===== src/rtl/rl_pkg.sv =====
package rl_pkg;

  localparam int DEF_ROWS   = 9;
  localparam int DEF_ADDR_W = 10;
  localparam int DEF_MANT_W = 10;
  localparam int DEF_BEXP_W = 4;
  localparam int DEF_EEXP_W = 4;
  localparam int DEF_DATA_W = DEF_MANT_W + DEF_BEXP_W + DEF_EEXP_W;

  function automatic logic [DEF_DATA_W-1:0] mk_word(int mant, int bexp, int eexp);
    logic [DEF_MANT_W-1:0] m;
    logic [DEF_BEXP_W-1:0] b;
    logic [DEF_EEXP_W-1:0] e;
    m = DEF_MANT_W'(mant);
    b = DEF_BEXP_W'(bexp);
    e = DEF_EEXP_W'(eexp);
    return {m, b, e};
  endfunction

  localparam logic [DEF_ADDR_W-1:0] DEF_START [DEF_ROWS] = '{
    10'd16, 10'd80, 10'd190, 10'd300, 10'd410,
    10'd520, 10'd640, 10'd770, 10'd1000
  };

  localparam logic [DEF_DATA_W-1:0] DEF_DATA [DEF_ROWS] = '{
    mk_word(0,   0,  0), mk_word(64,  3, -4), mk_word(180, -2, 3),
    mk_word(290, 1, -1), mk_word(400, 4, -6), mk_word(512, -1, 2),
    mk_word(700, 2, -3), mk_word(820, 5, -7), mk_word(0,   0,  1)
  };

endpackage


===== src/rtl/rl_ge_bank.sv =====
module rl_ge_bank #(
  parameter int ROWS   = rl_pkg::DEF_ROWS,
  parameter int ADDR_W = rl_pkg::DEF_ADDR_W,
  parameter logic [ADDR_W-1:0] START [ROWS] = rl_pkg::DEF_START
) (
  input  logic [ADDR_W-1:0] addr_i,
  output logic [ROWS-1:0]   ge_o
);

  // One lower-bound comparator per row; row 0 is the catch-all floor.
  for (genvar n = 0; n < ROWS; n++) begin : g_cmp
    if (n == 0) begin : g_floor
      assign ge_o[n] = 1'b1;
    end else begin : g_ge
      assign ge_o[n] = (addr_i >= START[n]);
    end
  end

endmodule


===== src/rtl/rl_row_select.sv =====
module rl_row_select #(
  parameter int ROWS = rl_pkg::DEF_ROWS
) (
  input  logic [ROWS-1:0] ge_i,
  output logic [ROWS-1:0] match_o
);

  // Upper bound of a row is the inverted comparison of its upper neighbour.
  for (genvar n = 0; n < ROWS; n++) begin : g_sel
    if (n == ROWS - 1) begin : g_top
      assign match_o[n] = ge_i[n];
    end else begin : g_mid
      assign match_o[n] = ge_i[n] & ~ge_i[n+1];
    end
  end

endmodule


===== src/rtl/rl_word_mux.sv =====
module rl_word_mux #(
  parameter int ROWS   = rl_pkg::DEF_ROWS,
  parameter int DATA_W = rl_pkg::DEF_DATA_W,
  parameter logic [DATA_W-1:0] DATA [ROWS] = rl_pkg::DEF_DATA
) (
  input  logic [ROWS-1:0]   match_i,
  output logic [DATA_W-1:0] word_o
);

  always_comb begin
    word_o = '0;
    for (int n = 0; n < ROWS; n++) begin
      word_o = word_o | (DATA[n] & {DATA_W{match_i[n]}});
    end
  end

endmodule


===== src/rtl/rl_ralut.sv =====
module rl_ralut #(
  parameter int ROWS    = rl_pkg::DEF_ROWS,
  parameter int ADDR_W  = rl_pkg::DEF_ADDR_W,
  parameter int MANT_W  = rl_pkg::DEF_MANT_W,
  parameter int BEXP_W  = rl_pkg::DEF_BEXP_W,
  parameter int EEXP_W  = rl_pkg::DEF_EEXP_W,
  parameter bit REG_OUT = 1'b1,
  parameter logic [ADDR_W-1:0] START [ROWS] = rl_pkg::DEF_START,
  parameter logic [MANT_W+BEXP_W+EEXP_W-1:0] DATA [ROWS] = rl_pkg::DEF_DATA
) (
  input  logic              clk,
  input  logic              rst_n,
  input  logic [ADDR_W-1:0] addr_i,
  output logic [MANT_W-1:0] mant_o,
  output logic [BEXP_W-1:0] bexp_o,
  output logic [EEXP_W-1:0] eexp_o
);

  localparam int DATA_W = MANT_W + BEXP_W + EEXP_W;

  logic [ROWS-1:0]   ge;
  logic [ROWS-1:0]   match;
  logic [DATA_W-1:0] word_d;
  logic [DATA_W-1:0] word_q;
  logic [1:0]        rst_sync;
  logic              rst_q_n;

  // Reset asserts at once, releases after two clock edges.
  always_ff @(posedge clk or negedge rst_n) begin
    if (!rst_n) rst_sync <= 2'b00;
    else        rst_sync <= {rst_sync[0], 1'b1};
  end
  assign rst_q_n = rst_sync[1];

  rl_ge_bank #(.ROWS(ROWS), .ADDR_W(ADDR_W), .START(START)) u_ge (
    .addr_i (addr_i),
    .ge_o   (ge)
  );

  rl_row_select #(.ROWS(ROWS)) u_sel (
    .ge_i    (ge),
    .match_o (match)
  );

  rl_word_mux #(.ROWS(ROWS), .DATA_W(DATA_W), .DATA(DATA)) u_mux (
    .match_i (match),
    .word_o  (word_d)
  );

  if (REG_OUT) begin : g_reg
    logic [DATA_W-1:0] word_next;
    always_comb begin
      word_next = word_d;
    end
    always_ff @(posedge clk or negedge rst_q_n) begin
      if (!rst_q_n) word_q <= '0;
      else          word_q <= word_next;
    end
  end else begin : g_comb
    always_comb begin
      word_q = rst_q_n ? word_d : '0;
    end
  end

  assign {mant_o, bexp_o, eexp_o} = word_q;

endmodule


===== config.mk =====
export PLATFORM = sky130hd
export DESIGN_NAME = rl_ralut
export DESIGN_NICKNAME = d
export VERILOG_FILES = /design/src/rtl/rl_pkg.sv /design/src/rtl/rl_ge_bank.sv /design/src/rtl/rl_row_select.sv /design/src/rtl/rl_word_mux.sv /design/src/rtl/rl_ralut.sv
export SDC_FILE = /design/constraint.sdc
export NUM_CORES = 1
export LEC_CHECK = 0
export ABC_AREA = 1
export ABC_CLOCK_PERIOD_IN_PS = 800
export BUFFER_PORTS_ARGS = -buffer_cell sky130_fd_sc_hd__buf_4
export CORE_AREA = 2 2 48 50
export CTS_BUF_LIST = sky130_fd_sc_hd__clkbuf_16
export DETAILED_ROUTE_END_ITERATION = 8
export DIE_AREA = 0 0 50 52
export GPL_TIMING_DRIVEN = 0
export PLACE_DENSITY = 0.72
export SETUP_SLACK_MARGIN = 0.5
export SYNTH_ARGS = -nofsm -noshare
export SYNTH_HDL_FRONTEND = slang
export SYNTH_SLANG_ARGS = --single-unit

===== constraint.sdc =====
create_clock -name clk -period 0.8 [get_ports clk]
set_input_delay 0.08 -clock clk [delete_from_list [all_inputs] [get_ports clk]]
set_output_delay 0.08 -clock clk [all_outputs]
set_load 0.02 [all_outputs]

# ---- Yosys cells after proc, flatten, opt, wreduce, memory -nomap -nowiden
# Index checks and enable logic that the tools add are counted.
dict set report word_totals {
  register_bits 20
  latch_bits 0
  ram_bits 0
  rom_bits 0
  input_bits 12
  output_inout_bits 18
  n_memories 0
}
dict set report classes {
  addsub 0
  mul 0
  div_mod_pow 0
  order_cmp 8
  n_eq_ne 0
  n_shift 0
  n_mux 0
  bitwise 21
  n_reduce_logical 0
}
# cell n
set ops {}
lappend ops {{$or 18x18->18} 3}
lappend ops {{$ge 10x10->1 const B} 4}
lappend ops {{$ge 10x9->1 const B} 2}
lappend ops {{$or 18x1->18} 1}
lappend ops {{$or 18x17->18} 1}
lappend ops {{$or 16x17->17} 1}
lappend ops {{$or 15x16->16} 1}
lappend ops {{$ge 10x7->1 const B} 1}
lappend ops {{$ge 10x8->1 const B} 1}
lappend ops {{$and 1x1->1} 7}
lappend ops {{$not 1->1} 7}

# ---- Logic depth before layout (Yosys ltp)
dict set report logic_depth {
  word_depth 10
  mapped_depth 9
  ltp_nobuf 9
}

# ---- Cells and area by module
# From an unflattened synthesis, not the netlist that was laid out.
dict set report unflattened {
  hier_cells 117
  hier_area_um2 938.4
}
# module n_inst cells_per_inst area_each_um2 seq_area_each_um2
set modules_own_cells {}
lappend modules_own_cells {rl_ralut 1 21 504.2 500.5}
lappend modules_own_cells {rl_ge_bank 1 48 203.9 0.0}
lappend modules_own_cells {rl_word_mux 1 31 162.7 0.0}
lappend modules_own_cells {rl_row_select 1 17 67.6 0.0}

# ---- Worst setup path before layout
# OpenSTA, ideal clock, no wires.
dict set report synth_path {
  path_kind {input-to-reg}
  from {input addr_i[5]}
  to {register word_q[3]}
  setup_time_ns 0.120
  t_arrival_ns 0.700
  t_required_ns 0.680
  setup_slack_ns -0.019
  cell_stages 8
  n_path_buf 0
  path_cell_list {nor2_1 o21ai_1 nand2_1 nand2_2 nand2_1 nand2_1 nor2_2 nand2_1}
}
dict set report synth_via {
  elab_chain_len 10
  elab_cells_between_ends 25
}
# element line
set synth_rtl {}
lappend synth_rtl {{from (decl)} rl_ralut.sv:13} ;# input logic [ADDR_W-1:0] addr_i,
lappend synth_rtl {{$ge 10x8->1} rl_ge_bank.sv:15} ;# assign ge_o[n] = (addr_i >= START[n]);
lappend synth_rtl {{$not 1->1} rl_row_select.sv:13} ;# assign match_o[n] = ge_i[n] & ~ge_i[n+1];
lappend synth_rtl {{$and 1x1->1} rl_row_select.sv:13}
lappend synth_rtl {{$or 15x16->16} rl_word_mux.sv:13} ;# word_o = word_o | (DATA[n] & {DATA_W{match_i[n]}});
lappend synth_rtl {{$or 16x17->17} rl_word_mux.sv:13}
lappend synth_rtl {{$or 18x17->18} rl_word_mux.sv:13}
lappend synth_rtl {{$or 18x18->18 (2 in series)} rl_word_mux.sv:13}
lappend synth_rtl {{$or 18x18->18 (*)} rl_word_mux.sv:13}
lappend synth_rtl {{$or 18x1->18 (*)} rl_word_mux.sv:13}
lappend synth_rtl {{named net g_reg.word_next[3]} rl_ralut.sv:51} ;# logic [DATA_W-1:0] word_next;
lappend synth_rtl {{to (signal assigned)} rl_ralut.sv:57} ;# else word_q <= word_next;
lappend synth_rtl {{to (decl)} rl_ralut.sv:24} ;# logic [DATA_W-1:0] word_q;
# Mark *: on every way through the listed nets, which the timed path passes. The rest lies on a longest branch.

# ---- Worst setup path after layout
dict set report layout_path {
  from {register word_q[15]}
  to {output mant_o[7]}
}
# element line
set layout_rtl {}
lappend layout_rtl {{to (decl)} rl_ralut.sv:14} ;# output logic [MANT_W-1:0] mant_o,
# No word-level cell between the ends.

==> impl_results.md <==
- DR WL/cell: 12.85 µm
- Pint: 2.114 mW
- Antenna violations before repair: 0
- Max FO, Critical Path: 1
- YS warnings: 0
- Critical path startpoint category: flop
- Syn_nets: 118
- Arrival @ worst endpoint: 0.77 ns
- Min-delay worst type: in -> async
- Outcome: finished, violations left
- Power share of the combinational group: 0.282
- Tot GR Track Use: 0.1800
- Worst skew pair latency: 0.25 ns
- Violated checks: setup timing
- Sequential fraction of design power: 0.378
- Area post-placement: 0.001171 mm²
- Endpoints failing hold: 0
- Setup_tns: -0.4978 ns
- Max-capacitance violation count: 0
- Worst path cell trace: buf_6
- Seq/Total Area, Yosys: 0.5531
- Util after Layout: 0.7766
- Initial drt markers: 9
- Synthesized area: 859.6 µm²
- Core Footprint: 0.002106 mm²
- Starting Density: 0.4082
- Nets: 162
- IO Pins: 30
- Ant diodes: 0
- Post-DP HPWL: 1.340 mm
- Largest net degree at the start of global routing: 11
- Vias: 815
- Final min period: 0.8514 ns
- Final period utilization: 1.064
- Area Growth Syn to Fin: 90.25%
- First-pass GRT wire length: 3.456 mm
- Clock buffer depth: 2
- Post-route DRC: 0
- Switching part of the total power: 0.2759
- Pwr/cell area: 1785 mW/mm²
- Critical Path RT: 0.72 ns
- Row cnt: 17
- Clk root buf: clkbuf_16
- Placer congestion estimate: 0.7964
- H-tree depth: 1
- CTS sink count: 19
- Max IR drop VDD: 1335 µV
- Drt first pass iters: 4
- I/O Buffers: 27
- Final Cell Area: 0.001635 mm²
- WL final: 2.275 mm
- Share of cells above drive strength 1: 0.6242
- Post-synthesis instance total: 106
- Buf+Inv Stages, Crit Path: 1
- Total power: 2.919 mW
- TritonCTS buffer count: 3
- Final setup fails: 18
- ANT nets after route: 0
- Total gr overflow: 0
- Psw: 805.4 µW
- Flop2flop setup slack: 0.33 ns
- Crit-path slowest cell: dfrtp_1
- CTS tree: yes
- RSZ-0062 raised after global routing: true
- Largest delay share family, worst path: flip-flops
- Vias in the first global route: 844
- Syn_area_per_cell: 8.109 µm²
- Post-synthesis register bit count: 19
- Max stage delay on crit path: 0.39 ns
- Maximum clock rate: 1175 MHz
- Reg clk slew, reported paths: 0.05 ns
- Vias/cell: 4.605
- Die width: 50 µm
- Final Max Slew Viols: 0
- Fillers: 129
- Critical path class: reg -> out
- Post-route setup slack: -0.05137 ns
- Clock power share: 0.339
- Die H: 52 µm
- Worst Hold Slack: 0.1516 ns
- Cell leakage power: 0.7713 nW
- Crit. End Element: output pin
- Clock skew: 0.005368 ns
- Synth unique cells: 16
- Die area: 0.002600 mm²
## registers in the layout, indices dropped and copies added, names as in the netlist
name      flops
word_q       17
rst_sync      2
## cells in the final DEF (no fill, tap or decap), types with 3 or more instances in the layout
cell,Yosys,final
buf_6,0,21
dfrtp_1,19,18
nand2_1,29,15
nand2_4,0,4
buf_4,1,10
nand2_2,6,14
buf_12,0,6
nor2_4,2,10
clkbuf_16,0,3
inv_1,13,8
nor2_2,2,4
nor2_1,17,7
inv_2,4,6
## cells in the mapped netlist
| library cell | instances | area [µm²] |
|---|---|---|
| buf_4 | 1 | 7.510 |
| clkinv_1 | 1 | 3.750 |
| conb_1 | 2 | 7.510 |
| dfrtp_1 | 19 | 475.5 |
| inv_1 | 13 | 48.80 |
| inv_2 | 4 | 15.01 |
| nand2_1 | 29 | 108.9 |
| nand2_2 | 6 | 37.54 |
| nand3_1 | 5 | 25.02 |
| nand4_1 | 1 | 6.260 |
| nor2_1 | 17 | 63.81 |
| nor2_2 | 2 | 12.51 |
| nor2_4 | 2 | 22.52 |
| nor3_1 | 1 | 5.000 |
| nor3_2 | 1 | 10.01 |
| o21ai_1 | 2 | 10.01 |
## path summary, 6_finish.rpt
kind | start | to | cells past startpoint
hold / removal | rst_n | rst_sync[1] | 2
max in group asynchronous | rst_sync[1] | word_q[1] | 1
setup reg to reg | rst_sync[0] | rst_sync[1] | 0
setup / recovery | word_q[15] | mant_o[7] | 1
hold reg to reg | rst_sync[1] | word_q[15] | 1
min in group clk | addr_i[9] | word_q[7] | 3
## cells by family (layout without fill, tap and decap cells)
family / count (synthesis) / count (layout) / share of synthesized area
simple gates: 64 / 64 / 0.3391
flops: 19 / 19 / 0.5531
buf+inv: 19 / 62 / 0.08733
other cells: 2 / 2 / 0.008737
compound gates: 2 / 2 / 0.01165
## final cells by class
class	instances	area, µm²	share of cell area
flip-flops and latches	19	479.2	0.2930
clock buffers	3	75.07	0.04591
repair buffers	39	464.2	0.2839
clock inverters	1	3.754	0.002295
inverters	18	82.58	0.05050
plain buffers	1	7.507	0.004591
well taps	28	35.03	0.02142
multi-input cells	68	488.0	0.2984
## through the flow
step | cells | worst slack, ns
after CTS | 175 | -0.03777
final | 177 | -0.05137
after floorplan | 106 | 0.01648
after detailed placement | 161 | -0.2633
after global placement | 161 | -0.2437
after global routing | 177 | -0.06405
## power groups by stage
stage	clock network (mW)	registers, mW	logic, mW
2_1_floorplan	0	1.22	0.200
3_3_place_gp	0	1.10	0.556
3_5_place_dp	0	1.11	0.564
4_1_cts	0.971	1.10	0.761
5_1_grt	1.04	1.11	0.875
6_report	0.991	1.10	0.824
## routing by layer
| layer | routed length, µm | up-vias | global-route usage |
|---|---|---|---|
| li1 | - | 397 | - |
| met2 | 1410 | 29 | 0.3772 |
| met4 | 31 | 0 | 0.09722 |
| met5 | 0 | - | 0 |
| met1 | 756 | 387 | 0.1654 |
| met3 | 76 | 2 | 0.01724 |
## repair_timing
item	in CTS	in global routing
buffers inserted	9	2
setup endpoints to repair	52	52
hold buffers	1	0
hold endpoints to repair	2	0
resized for setup	63	17
pin swaps	32	22
No activity file was read; power rests on OpenSTA's default activity.
